==> src/rtl/bctm_pkg.sv <==
// Package bctm_pkg
// Shared types and elaboration-time helpers for the Booth counter-tree
// multiplier. Assumes the operand width is even and at most 32 bits.
package bctm_pkg;

    // One-hot style control decoded from a Booth triplet.
    typedef struct packed {
        logic neg;   // subtract the selected multiple
        logic one;   // select 1 x multiplicand
        logic two;   // select 2 x multiplicand
    } booth_sel_t;

    // Decode triplet {b(2i+1), b(2i), b(2i-1)} into a digit selection.
    function automatic booth_sel_t booth_decode(input logic [2:0] trip);
        booth_sel_t s;
        s = '0;
        case (trip)
            3'b001, 3'b010: s.one = 1'b1;
            3'b011:         s.two = 1'b1;
            3'b100:         begin s.two = 1'b1; s.neg = 1'b1; end
            3'b101, 3'b110: begin s.one = 1'b1; s.neg = 1'b1; end
            default:        s = '0;          // 000 and 111 pick zero
        endcase
        return s;
    endfunction

    // Rows left after one counter level acting on n rows.
    function automatic int rows_after(input int n);
        int full;
        int rem;
        int outn;
        full = n / 7;
        rem  = n % 7;
        if (rem >= 4)      outn = 3 * full + 3;
        else if (rem == 3) outn = 3 * full + 2;
        else               outn = 3 * full + rem;
        return outn;
    endfunction

    // Rows present at the input of level lvl when n0 rows enter the tree.
    function automatic int rows_at(input int n0, input int lvl);
        int n;
        n = n0;
        for (int k = 0; k < lvl; k++) n = rows_after(n);
        return n;
    endfunction

    // Number of counter levels needed to bring n0 rows down to two.
    function automatic int level_count(input int n0);
        int n;
        int c;
        n = n0;
        c = 0;
        while (n > 2) begin
            n = rows_after(n);
            c++;
        end
        return c;
    endfunction

    // Constant row replacing every row's sign extension: minus the sum of
    // 2^(w+2i) over all rows, taken modulo 2^64.
    function automatic logic [63:0] sext_const(input int w);
        logic [63:0] acc;
        acc = '0;
        for (int i = 0; i < w / 2; i++) acc = acc + (64'd1 << (w + 2 * i));
        return -acc;
    endfunction

endpackage

==> src/rtl/ncount.sv <==
// Module ncount
// Column counter: outputs the binary count of its N input bits. Bit j of
// the count carries weight 2^j relative to the input column. With N = 3 it
// is a full adder; with N = 7 it is the widest cell of the tree.
// Assumes 2 <= N <= 7.
module ncount #(
    parameter  int N  = 7,
    localparam int OW = $clog2(N + 1)
) (
    input  logic [N-1:0]  bits_i,
    output logic [OW-1:0] count_o
);

    // Population count of the input bits.
    always_comb begin
        count_o = '0;
        for (int k = 0; k < N; k++) count_o = count_o + OW'(bits_i[k]);
    end

endmodule

==> src/rtl/booth_ppgen.sv <==
// Module booth_ppgen
// Builds the partial-product rows of a radix-4 Booth multiplier. It makes
// W/2 rows, each W+1 bits wide before shifting, with the sign bit inverted,
// plus one correction row. The correction row holds the negation ones (at
// bit 2i) and the constant that restores all sign extensions.
// Rows are packed into one vector, row r at bits [r*PW +: PW].
// Assumes W even, 4 <= W <= 32, and PW = 2*W.
module booth_ppgen import bctm_pkg::*; #(
    parameter  int W    = 16,
    localparam int PW   = 2 * W,
    localparam int NPP  = W / 2,
    localparam int NROW = NPP + 1
) (
    input  logic [W-1:0]       mcand_i,
    input  logic [W-1:0]       mplier_i,
    output logic [NROW*PW-1:0] rows_o
);

    localparam logic [PW-1:0] SEXT = PW'(sext_const(W));

    logic [NPP-1:0] neg_v;

    for (genvar i = 0; i < NPP; i++) begin : g_row
        logic [2:0]  trip;
        booth_sel_t  sel;
        logic [W:0]  mag;
        logic [W:0]  pp;

        if (i == 0) begin : g_first
            assign trip = {mplier_i[1], mplier_i[0], 1'b0};
        end else begin : g_next
            assign trip = {mplier_i[2*i+1], mplier_i[2*i], mplier_i[2*i-1]};
        end

        // Pick the digit multiple and apply one's complement for negatives.
        always_comb begin
            sel = booth_decode(trip);
            mag = '0;
            if (sel.one)      mag = {mcand_i[W-1], mcand_i};
            else if (sel.two) mag = {mcand_i, 1'b0};
            pp = sel.neg ? ~mag : mag;
        end

        assign neg_v[i] = sel.neg;
        assign rows_o[i*PW +: PW] = PW'({~pp[W], pp[W-1:0]}) << (2 * i);
    end

    // Correction row: sign-extension constant merged with the +1 bits.
    always_comb begin
        rows_o[NPP*PW +: PW] = SEXT;
        for (int i = 0; i < NPP; i++) rows_o[NPP*PW + 2*i] = neg_v[i];
    end

endmodule

==> src/rtl/ctree_level.sv <==
// Module ctree_level
// One reduction level of the counter tree. Input rows are taken in groups
// of seven, and each column of a group feeds a 7-input counter whose three
// count bits form three new rows, shifted by 0, 1 and 2 columns. Three
// leftover rows go through full adders, four to six through narrower
// counters, and one or two pass unchanged. Bits pushed beyond the top
// column are dropped, which is exact modulo 2^PW.
// Rows above NIN on the input are ignored; rows above the output count are
// driven to zero.
module ctree_level import bctm_pkg::*; #(
    parameter int NIN  = 9,
    parameter int PW   = 32,
    parameter int MAXR = 9
) (
    input  logic [MAXR*PW-1:0] rows_i,
    output logic [MAXR*PW-1:0] rows_o
);

    localparam int NFULL     = NIN / 7;
    localparam int NREM      = NIN % 7;
    localparam int NCELL     = NFULL + ((NREM >= 3) ? 1 : 0);
    localparam int NOUT      = rows_after(NIN);
    localparam int BASE_IN   = 7 * NFULL;
    localparam int BASE_OUT  = 3 * NFULL;

    for (genvar g = 0; g < NCELL; g++) begin : g_cell
        localparam int GN = (g < NFULL) ? 7 : NREM;
        localparam int GW = $clog2(GN + 1);

        logic [PW-1:0][GW-1:0] cnts;
        logic [GW-1:0][PW-1:0] ysh;
        logic                  unused_ovf;

        for (genvar c = 0; c < PW; c++) begin : g_col
            logic [GN-1:0] taps;
            for (genvar k = 0; k < GN; k++) begin : g_tap
                assign taps[k] = rows_i[(7*g + k)*PW + c];
            end
            ncount #(.N(GN)) u_cnt (
                .bits_i  (taps),
                .count_o (cnts[c])
            );
        end

        // Place count bit j of column c into output row j at column c+j.
        always_comb begin
            ysh        = '0;
            unused_ovf = 1'b0;
            for (int j = 0; j < GW; j++) begin
                for (int c = 0; c < PW; c++) begin
                    if (c + j < PW) ysh[j][(c + j) % PW] = cnts[c][j];
                    else            unused_ovf = unused_ovf ^ cnts[c][j];
                end
            end
        end

        for (genvar j = 0; j < GW; j++) begin : g_out
            assign rows_o[(3*g + j)*PW +: PW] = ysh[j];
        end
    end

    if (NREM > 0 && NREM < 3) begin : g_pass
        assign rows_o[BASE_OUT*PW +: NREM*PW] = rows_i[BASE_IN*PW +: NREM*PW];
    end

    if (NOUT < MAXR) begin : g_pad
        assign rows_o[MAXR*PW-1 : NOUT*PW] = '0;
    end

    if (NIN < MAXR) begin : g_drop
        logic unused_hi;
        assign unused_hi = ^rows_i[MAXR*PW-1 : NIN*PW];
    end

endmodule

==> src/rtl/cpa_add.sv <==
// Module cpa_add
// Final carry-propagate adder merging the two rows left by the tree.
// The carry out of the top bit is discarded (result modulo 2^PW).
module cpa_add #(
    parameter int PW = 32
) (
    input  logic [PW-1:0] a_i,
    input  logic [PW-1:0] b_i,
    output logic [PW-1:0] sum_o
);

    // Plain binary addition of the two remaining rows.
    always_comb sum_o = a_i + b_i;

endmodule

==> src/rtl/booth_ctree_mul.sv <==
// Module booth_ctree_mul
// Signed W x W multiplier. The datapath is Booth radix-4 row generation,
// then counter-tree reduction to two rows, then a carry-propagate adder.
// One output register stage gives a latency of one cycle. The product
// register loads only on in_valid and holds otherwise.
// Assumes W even and 4 <= W <= 32; synchronous active-low reset.
module booth_ctree_mul import bctm_pkg::*; #(
    parameter int W = 16
) (
    input  logic           clk,
    input  logic           rst_n,
    input  logic           in_valid,
    input  logic [W-1:0]   mcand,
    input  logic [W-1:0]   mplier,
    output logic           out_valid,
    output logic [2*W-1:0] product
);

    localparam int PW   = 2 * W;
    localparam int NROW = W / 2 + 1;
    localparam int NLVL = level_count(NROW);
    localparam int MAXR = NROW;

    logic [MAXR*PW-1:0] stage_bus [0:NLVL];
    logic [PW-1:0]      sum;
    logic               unused_rows;

    booth_ppgen #(.W(W)) u_ppgen (
        .mcand_i  (mcand),
        .mplier_i (mplier),
        .rows_o   (stage_bus[0])
    );

    for (genvar l = 0; l < NLVL; l++) begin : g_lvl
        ctree_level #(
            .NIN  (rows_at(NROW, l)),
            .PW   (PW),
            .MAXR (MAXR)
        ) u_level (
            .rows_i (stage_bus[l]),
            .rows_o (stage_bus[l+1])
        );
    end

    cpa_add #(.PW(PW)) u_cpa (
        .a_i   (stage_bus[NLVL][0 +: PW]),
        .b_i   (stage_bus[NLVL][PW +: PW]),
        .sum_o (sum)
    );

    // Rows above the final two are zero by construction.
    assign unused_rows = ^stage_bus[NLVL][MAXR*PW-1 : 2*PW];

    // Output register: capture on a valid strobe, flag follows the strobe.
    always_ff @(posedge clk) begin
        if (!rst_n) begin
            out_valid <= 1'b0;
            product   <= '0;
        end else begin
            out_valid <= in_valid;
            if (in_valid) product <= sum;
        end
    end

endmodule

==> config.mk <==
export PLATFORM = sky130hd
export DESIGN_NAME = booth_ctree_mul
export DESIGN_NICKNAME = d
export VERILOG_FILES = /design/src/rtl/bctm_pkg.sv /design/src/rtl/ncount.sv /design/src/rtl/booth_ppgen.sv /design/src/rtl/ctree_level.sv /design/src/rtl/cpa_add.sv /design/src/rtl/booth_ctree_mul.sv
export SDC_FILE = /design/constraint.sdc
export NUM_CORES = 1
export LEC_CHECK = 0
export ABC_AREA = 0
export BUFFER_PORTS_ARGS = -buffer_cell sky130_fd_sc_hd__buf_2
export CAP_MARGIN = 40
export CORE_UTILIZATION = 30
export DETAILED_ROUTE_END_ITERATION = 8
export GPL_ROUTABILITY_DRIVEN = 0
export PLACE_DENSITY_LB_ADDON = 0.1
export RECOVER_POWER = 25
export SLEW_MARGIN = 0
export SYNTH_ARGS = -nofsm -noshare
export SYNTH_HDL_FRONTEND = slang
export SYNTH_SLANG_ARGS = --single-unit
==> constraint.sdc <==
create_clock -name clk -period 10.4 [get_ports clk]
set_clock_uncertainty 0.2 [all_clocks]
set_input_delay 2.08 -clock clk [delete_from_list [all_inputs] [get_ports clk]]
set_output_delay 2.08 -clock clk [all_outputs]
set_load 0.01 [all_outputs]
==> impl_metrics.json, run 1 <==
{
  "antenna_found_initial": 0,
  "worstSetupEndpointType": "flip-flop",
  "cp_common_cell": "fa_1",
  "fin_crit_sh_pct": 87.6,
  "clk_pin_slew_ps": 50,
  "setup_viol": 0,
  "grt_max_degree": 42,
  "path_max_fanout": 25,
  "fin_tns_setup_ps": 0,
  "cp-start-kind": "input port",
  "synthTopCellsByArea": "fa_1 19%, ha_1 14%, xor2_1 8.7%",
  "overflow": 0,
  "synth_common_cells": "146 x inv_1, 125 x nor2_1, 104 x ha_1",
  "hold_class": "reg -> reg",
  "die_area_sq_um": 31200,
  "critPathTopFamily": "adder cells",
  "track_usage_pct": 19.1,
  "avgRoutedWirePerCell_um": 18.8,
  "cts_tree": "done",
  "yosysWarnings": 0,
  "viasPerCell": 5.13,
  "max_freq_ghz": 0.110,
  "drt-total-wl_um": 28700,
  "synth_most_common_cell": "inv_1",
  "post_cts_resize_count": 0,
  "drt-pass1-iter-count": 6,
  "die_y_um": 177,
  "seq_area_sq_um": 661,
  "synth.distinct_cells": 67,
  "clk_latency_ps": 280,
  "finalHoldViolations": 0,
  "crit_buf_inv": 5,
  "top_level_ports": 68,
  "dr.first_iter.drc_count": 409,
  "ant_nets": 0,
  "die_w_um": 177,
  "area_growth_pct": 8.17,
  "slowest_delay_ps": 510,
  "h-tree-depth": 2,
  "num-nets-final": 1362,
  "syn_area_per_cell_sq_um": 7.96,
  "start_util_pct": 30.7,
  "synth_top_area_share_pct": 18.6,
  "syn-cell-area_sq_um": 9140,
  "drv_slew": 0,
  "antennaDiodeCount": 0,
  "grt_pass1_wl_um": 46300,
  "clk_path_buf_depth": 2,
  "cts_setup_buffers": 0,
  "synth_nets": 1372,
  "crit_required_ps": 10390,
  "crit_type": "in -> reg",
  "yosysTopAreaCell": "fa_1",
  "cts_sinks": 33,
  "slew_headroom_pct": 47.9,
  "first_global_vias": 7790,
  "crit_slowest_cell": "fa_1",
  "final_layout_size_suffix_gt1_share_pct": 8.69,
  "ys_async_sr_fraction_pct": 0,
  "cp.arrival_ps": 9100,
  "tightest_slew_ps": 779,
  "outcome": "finished clean",
  "io_buffer_count": 67,
  "num-fill-cells": 3221,
  "maxCapViolCount": 0,
  "cts_root_buf": "clkbuf_16",
  "drc": 0,
  "num_rows": 63,
  "yosysSeqAreaShare_pct": 7.23,
  "synthCells": 1148,
  "rrSetupSlack_ps": 9480,
  "multi_input_area_sq_um": 7520,
  "synth_edf_count": 0,
  "synth_flop_cell": "dfxtp_1",
  "num_vias": 7849,
  "grt_setup_unrepaired": "false",
  "ctsHoldBuffers": 0,
  "cts_buffers": 5,
  "period_minus_slack_ps": 9110,
  "ys_ff_latch": 33,
  "core_sq_um": 29800,
  "hpwl_um": 22500
}
flip-flops by register name, summed over array words and instances, names as in the netlist:
| signal | cells |
|---|---|
| out_valid | 1 |
| product | 32 |
final cells by class:
class                   count  area share (%)
clock inverters             3           0.468
multi-input cells         861            76.1
repair buffers             90            4.94
clock buffers               5            1.27
inverters                 147            5.58
well taps                 390            4.94
flip-flops and latches     33            6.68
final timing paths:
path | from | endpoint | cells past startpoint
worst max-delay path | mplier[9] | product[26] | 26
worst min-delay path | product[22] | product[22] | 2
worst max register to register | product[29] | product[29] | 2
worst min register to register | product[22] | product[22] | 2
kinds of logic (layout without fill, tap and decap cells):
logic type | after synthesis | in the layout | share of synthesized area [%]
muxes | 38 | 38 | 4.23
buffers and inverters | 254 | 245 | 10.5
xor gates and xnor gates | 134 | 134 | 12.8
adders and majority gates | 189 | 189 | 32.9
AOI/OAI and AO/OA | 272 | 272 | 21.4
DFF | 33 | 33 | 7.23
and+or+nand+nor | 228 | 228 | 10.9
worst min-delay path, delay by kind of cell (launching register included):
family | cells | cell delay (ps)
AOI/OAI and AO/OA | 1 | 50
and+or+nand+nor | 1 | 60
DFF | 1 | 300
cells in the final DEF, fill, tap and decap left out, types with 3 or more instances in the layout:
cell type / count
o21a_1: 3
nand3b_1: 4
dfxtp_1: 33
nor3_1: 5
o21ai_1: 5
a21boi_0: 3
a21o_1: 9
o221ai_1: 8
and3_1: 6
nor2b_1: 7
nand3_1: 15
a22oi_1: 54
buf_4: 23
a31oi_1: 4
a211oi_1: 15
or3_1: 3
clkbuf_16: 5
clkbuf_1: 16
a22o_1: 7
a221o_1: 11
a221oi_1: 34
ha_1: 104
nand2_1: 46
mux2i_1: 36
buf_2: 51
nor2_1: 125
xnor2_1: 43
o21ai_0: 43
a21oi_1: 49
inv_1: 146
o21bai_1: 3
xor2_1: 91
fa_1: 85
nand4_1: 4
metal layers:
metal	part of all wire [%]	wire length (um)	track usage (%)	vias up
li1	-	-	-	3871
met1	54	15600	30.4	3810
met2	41	11900	28.0	149
met3	3.0	858	0.624	19
met4	1.3	379	3.99	0
met5	0	0	0	-
per-stage QoR:
step	setup slack [ps]	hold slack (ps)	cells	utilization (%)	instance area, sq um
floorplan	1800	286	1148	-	9140
global placement	1080	257	1520	32.6	9730
detailed placement	1020	254	1521	32.7	9730
CTS	1270	265	1529	33.2	9900
global route	806	308	1529	33.2	9880
finish	1290	261	1529	33.2	9880
Power of run 1 is not shown: default switching activity piles up to over one toggle a cycle in this logic, so the estimate is an artifact.
==> run 2, diff against run 1 <==
--- a/config.mk
+++ b/config.mk
@@ -6,10 +6,10 @@
 export NUM_CORES = 1
 export LEC_CHECK = 0
 export ABC_AREA = 0
-export BUFFER_PORTS_ARGS = -buffer_cell sky130_fd_sc_hd__buf_2
 export CAP_MARGIN = 40
 export CORE_UTILIZATION = 30
 export DETAILED_ROUTE_END_ITERATION = 8
+export DONT_BUFFER_PORTS = 1
 export GPL_ROUTABILITY_DRIVEN = 0
 export PLACE_DENSITY_LB_ADDON = 0.1
 export RECOVER_POWER = 25
==> impl_metrics.json, run 2 (synthesized netlist as in run 1, its figures left out) <==
{
  "outcome": "finished clean",
  "num_rows": 63,
  "track_usage_pct": 19.4,
  "core_sq_um": 29800,
  "drt-pass1-iter-count": 7,
  "die_y_um": 177,
  "grt_pass1_wl_um": 46500,
  "path_max_fanout": 27,
  "num-nets-final": 1287,
  "utilization_pct": 31.9,
  "cts_buffers": 5,
  "cp-start-kind": "input port",
  "slew_headroom_pct": 50.3,
  "cts_setup_buffers": 0,
  "overflow": 0,
  "antenna_found_initial": 0,
  "stdcell_count": 1454,
  "layout_common_cells": "146 x inv_1, 125 x nor2_1, 104 x ha_1, 91 x xor2_1, 85 x fa_1",
  "placed_cell_area_sq_um": 9340,
  "first_global_vias": 7460,
  "dr.first_iter.drc_count": 553,
  "clk_latency_ps": 280,
  "die_w_um": 177,
  "ctsHoldBuffers": 0,
  "post_cts_resize_count": 0,
  "fin_crit_sh_pct": 81.9,
  "clk_pin_slew_ps": 60,
  "io_buffer_count": 0,
  "tightest_slew_ps": 743,
  "cts_tree": "done",
  "top_level_ports": 68,
  "finalHoldViolations": 0,
  "start_util_pct": 30.7,
  "drv_slew": 0,
  "cts_root_buf": "clkbuf_16",
  "die_area_sq_um": 31200,
  "grt_max_degree": 42,
  "largestRegisters": "product: 32 flops, out_valid: 1 flops",
  "antennaDiodeCount": 0,
  "crit_required_ps": 10420,
  "crit_type": "in -> reg",
  "stdcell_area_sq_um": 9510,
  "max_freq_ghz": 0.117,
  "hpwl_um": 22200,
  "h-tree-depth": 2,
  "grt_setup_unrepaired": "false",
  "maxCapViolCount": 0,
  "avgRoutedWirePerCell_um": 20.1,
  "ant_nets": 0,
  "setup_viol": 0,
  "largest_register_ffs": 32,
  "period_minus_slack_ps": 8520,
  "num_vias": 7576,
  "fin_tns_setup_ps": 0,
  "cp.arrival_ps": 8530,
  "final_common_cell": "inv_1",
  "place_inst": 1446,
  "area_growth_pct": 4.12,
  "drc": 0,
  "final_layout_size_suffix_gt1_share_pct": 3.76,
  "clk_path_buf_depth": 2,
  "largest-register": "product",
  "hold_class": "reg -> reg",
  "drt-total-wl_um": 29200,
  "viasPerCell": 5.21,
  "worstSetupEndpointType": "flip-flop",
  "cts_sinks": 33
}
run 2: changes by cell type in the layout (fill, tap and decap cells not counted), sizes merged:
cell / delta
buf: -59
clkbuf: -15
clkinv: -1
run 2: area by class of cell:
| type | count | area (sq um) |
|---|---|---|
| clock buffers | 6 | 139 |
| clock inverters | 2 | 37.5 |
| fillers | 3230 | 20300 |
| inverters | 147 | 552 |
| multi-input cells | 861 | 7520 |
| flip-flops and latches | 33 | 661 |
| well taps | 390 | 488 |
| repair buffers | 15 | 113 |
run 2: through the flow:
step	worst slack [ps]	hold slack, ps
floorplan	1800	286
global placement	1440	308
detailed placement	1600	309
CTS	1870	322
global route	1490	343
finish	1880	314
run 2: critical path, stage by stage:
cell,delay [ps]
or3b_1,550
nor2_1,80
a221o_1,300
fa_1,490
inv_1,60
fa_1,530
inv_1,50
fa_1,430
fa_1,440
fa_1,480
fa_1,520
inv_1,50
fa_1,540
inv_1,40
ha_1,380
nand3_1,130
o31ai_1,270
a31oi_1,110
and3_1,240
a211oi_2,270
o21ai_1,110
mux2_4,310
o211ai_2,70
run 2: worst paths after layout:
kind | start | endpoint | slack, ps | cells past startpoint
min reg2reg | product[22] | product[22] | 310 | 2
max | mplier[7] | product[30] | 1880 | 23
min | product[22] | product[22] | 310 | 2
max reg2reg | product[29] | product[29] | 9410 | 2
run 2: layer usage:
layer | wire length (um) | track usage, % | part of all wire, %
met1 | 15000 | 29.8 | 51
met2 | 12200 | 28.4 | 42
met3 | 1400 | 1.64 | 4.8
met4 | 640 | 5.71 | 2.2
met5 | 0 | 0 | 0
Power of run 2 is left out for the same reason.
==> run 3, diff against run 2 <==
==> constraint.sdc (replaced) <==
create_clock -name clk -period 8.8 [get_ports clk]
set_clock_uncertainty 0.2 [all_clocks]
set_input_delay 1.76 -clock clk [delete_from_list [all_inputs] [get_ports clk]]
set_output_delay 1.76 -clock clk [all_outputs]
set_load 0.01 [all_outputs]
==> impl_metrics.json, run 3 (synthesized netlist as in run 1, its figures left out) <==
{
  "crit_required_ps": 8770,
  "grt_setup_unrepaired": "false",
  "die_y_um": 177,
  "final_layout_size_suffix_gt1_share_pct": 4.21,
  "start_util_pct": 30.7,
  "cp_cell_sequence": "and3b_1 > a22oi_1 > o21ai_0 > fa_1 > inv_1 > fa_1 > fa_1 > fa_1 > ha_1 > inv_1 > fa_1 > ha_1 > inv_1 > fa_1 > inv_1 > ha_1 > a21oi_1 > o21ai_0 > a31oi_1 > and3_1 > a211oi_2 > a21oi_1 > mux2_1 > o311ai_1",
  "drc": 0,
  "num_rows": 63,
  "num-fill-cells": 3236,
  "grt_max_degree": 42,
  "path_max_fanout": 27,
  "die_area_sq_um": 31200,
  "cts_root_buf": "clkbuf_16",
  "avgRoutedWirePerCell_um": 19.5,
  "clk_pin_slew_ps": 50,
  "fin_tns_setup_ps": 0,
  "track_usage_pct": 18.9,
  "hpwl_um": 22500,
  "post_cts_resize_count": 0,
  "tightest_slew_ps": 1300,
  "largest-register": "product",
  "viasPerCell": 5.15,
  "finalHoldViolations": 0,
  "first_global_vias": 7382,
  "setup_ws_ps": 661,
  "cts_tree": "done",
  "antennaDiodeCount": 0,
  "slew_headroom_pct": 13.5,
  "area_growth_pct": 4.72,
  "core_sq_um": 29800,
  "place_ws_ps": 459,
  "drv_slew": 0,
  "largestRegisters": "product: 32 flops, out_valid: 1 flops",
  "cts_setup_buffers": 0,
  "antenna_found_initial": 0,
  "cts_sinks": 33,
  "h-tree-depth": 2,
  "drt-total-wl_um": 28400,
  "overflow": 0,
  "top_level_ports": 68,
  "cp-start-kind": "input port",
  "cp.arrival_ps": 8110,
  "drt-pass1-iter-count": 5,
  "ctsHoldBuffers": 0,
  "io_buffer_count": 0,
  "ant_nets": 0,
  "num-nets-final": 1293,
  "clk_path_buf_depth": 2,
  "hold_ws_ps": 323,
  "cts_buffers": 5,
  "grt_pass1_wl_um": 45400,
  "slowest_delay_ps": 550,
  "final_common_cell": "inv_1",
  "largest_register_ffs": 32,
  "maxCapViolCount": 0,
  "cp_common_cell": "fa_1",
  "period_minus_slack_ps": 8140,
  "num_vias": 7512,
  "utilization_pct": 32.1,
  "hold_class": "reg -> reg",
  "worstSetupEndpointType": "flip-flop",
  "setup_viol": 0,
  "clk_latency_ps": 280,
  "max_freq_ghz": 0.123,
  "outcome": "finished clean",
  "fin_crit_sh_pct": 92.5,
  "layout_common_cells": "146 x inv_1, 125 x nor2_1, 104 x ha_1, 91 x xor2_1, 85 x fa_1",
  "crit_slowest_cell": "and3b_1",
  "dr.first_iter.drc_count": 442,
  "crit_type": "in -> reg",
  "die_w_um": 177
}
==> run 3: changes by cell type in the layout (fill, tap and decap cells not counted) <==
cell        before  now
clkinv_2         0    1
bufinv_16        1    2
clkbuf_1         0    1
clkinvlp_4       1    0
buf_4           15   20
clkbuf_8         1    0
==> run 3: worst paths after layout <==
kind / startpoint / slack (ps) / end / cells past startpoint
setup reg to reg: product[29] / 7830 / product[29] / 2
setup / recovery: mplier[7] / 660 / product[26] / 24
hold / removal: product[22] / 320 / product[22] / 2
hold reg to reg: product[22] / 320 / product[22] / 2
==> run 3: routing by layer <==
layer	vias to the layer above	wire, um	global-route usage, %
li1	3730	-	-
met1	3590	14800	29.1
met2	171	11700	27.4
met3	21	1280	2.02
met4	0	586	4.85
met5	-	0	0
==> run 3: critical path, delay by kind of cell <==
kind | cells | cell delay (ps)
buffers and inverters | 4 | 240
AO/OA/AOI/OAI | 8 | 1370
multiplexers | 1 | 340
adder cells (fa/ha/maj) | 9 | 3570
AND/OR/NAND/NOR | 2 | 790
==> run 3: cell type report <==
cell class                 count  area [sq um]  share of cell area, %
clock inverter                 3          65.1                  0.680
multi-input combinational    861          7520                   78.6
clock buffer                   5           125                   1.31
tap                          390           488                   5.10
sequential                    33           661                   6.90
timing repair buffer          21           154                   1.61
inverter                     147           552                   5.77
==> run 3: stage by stage <==
| step | cells | cell area [sq um] |
|---|---|---|
| CTS | 1460 | 9570 |
| floorplan | 1148 | 9140 |
| finish | 1460 | 9570 |
| global route | 1460 | 9570 |
| detailed placement | 1452 | 9380 |
| global placement | 1452 | 9380 |
Power of run 3 is left out for the same reason.
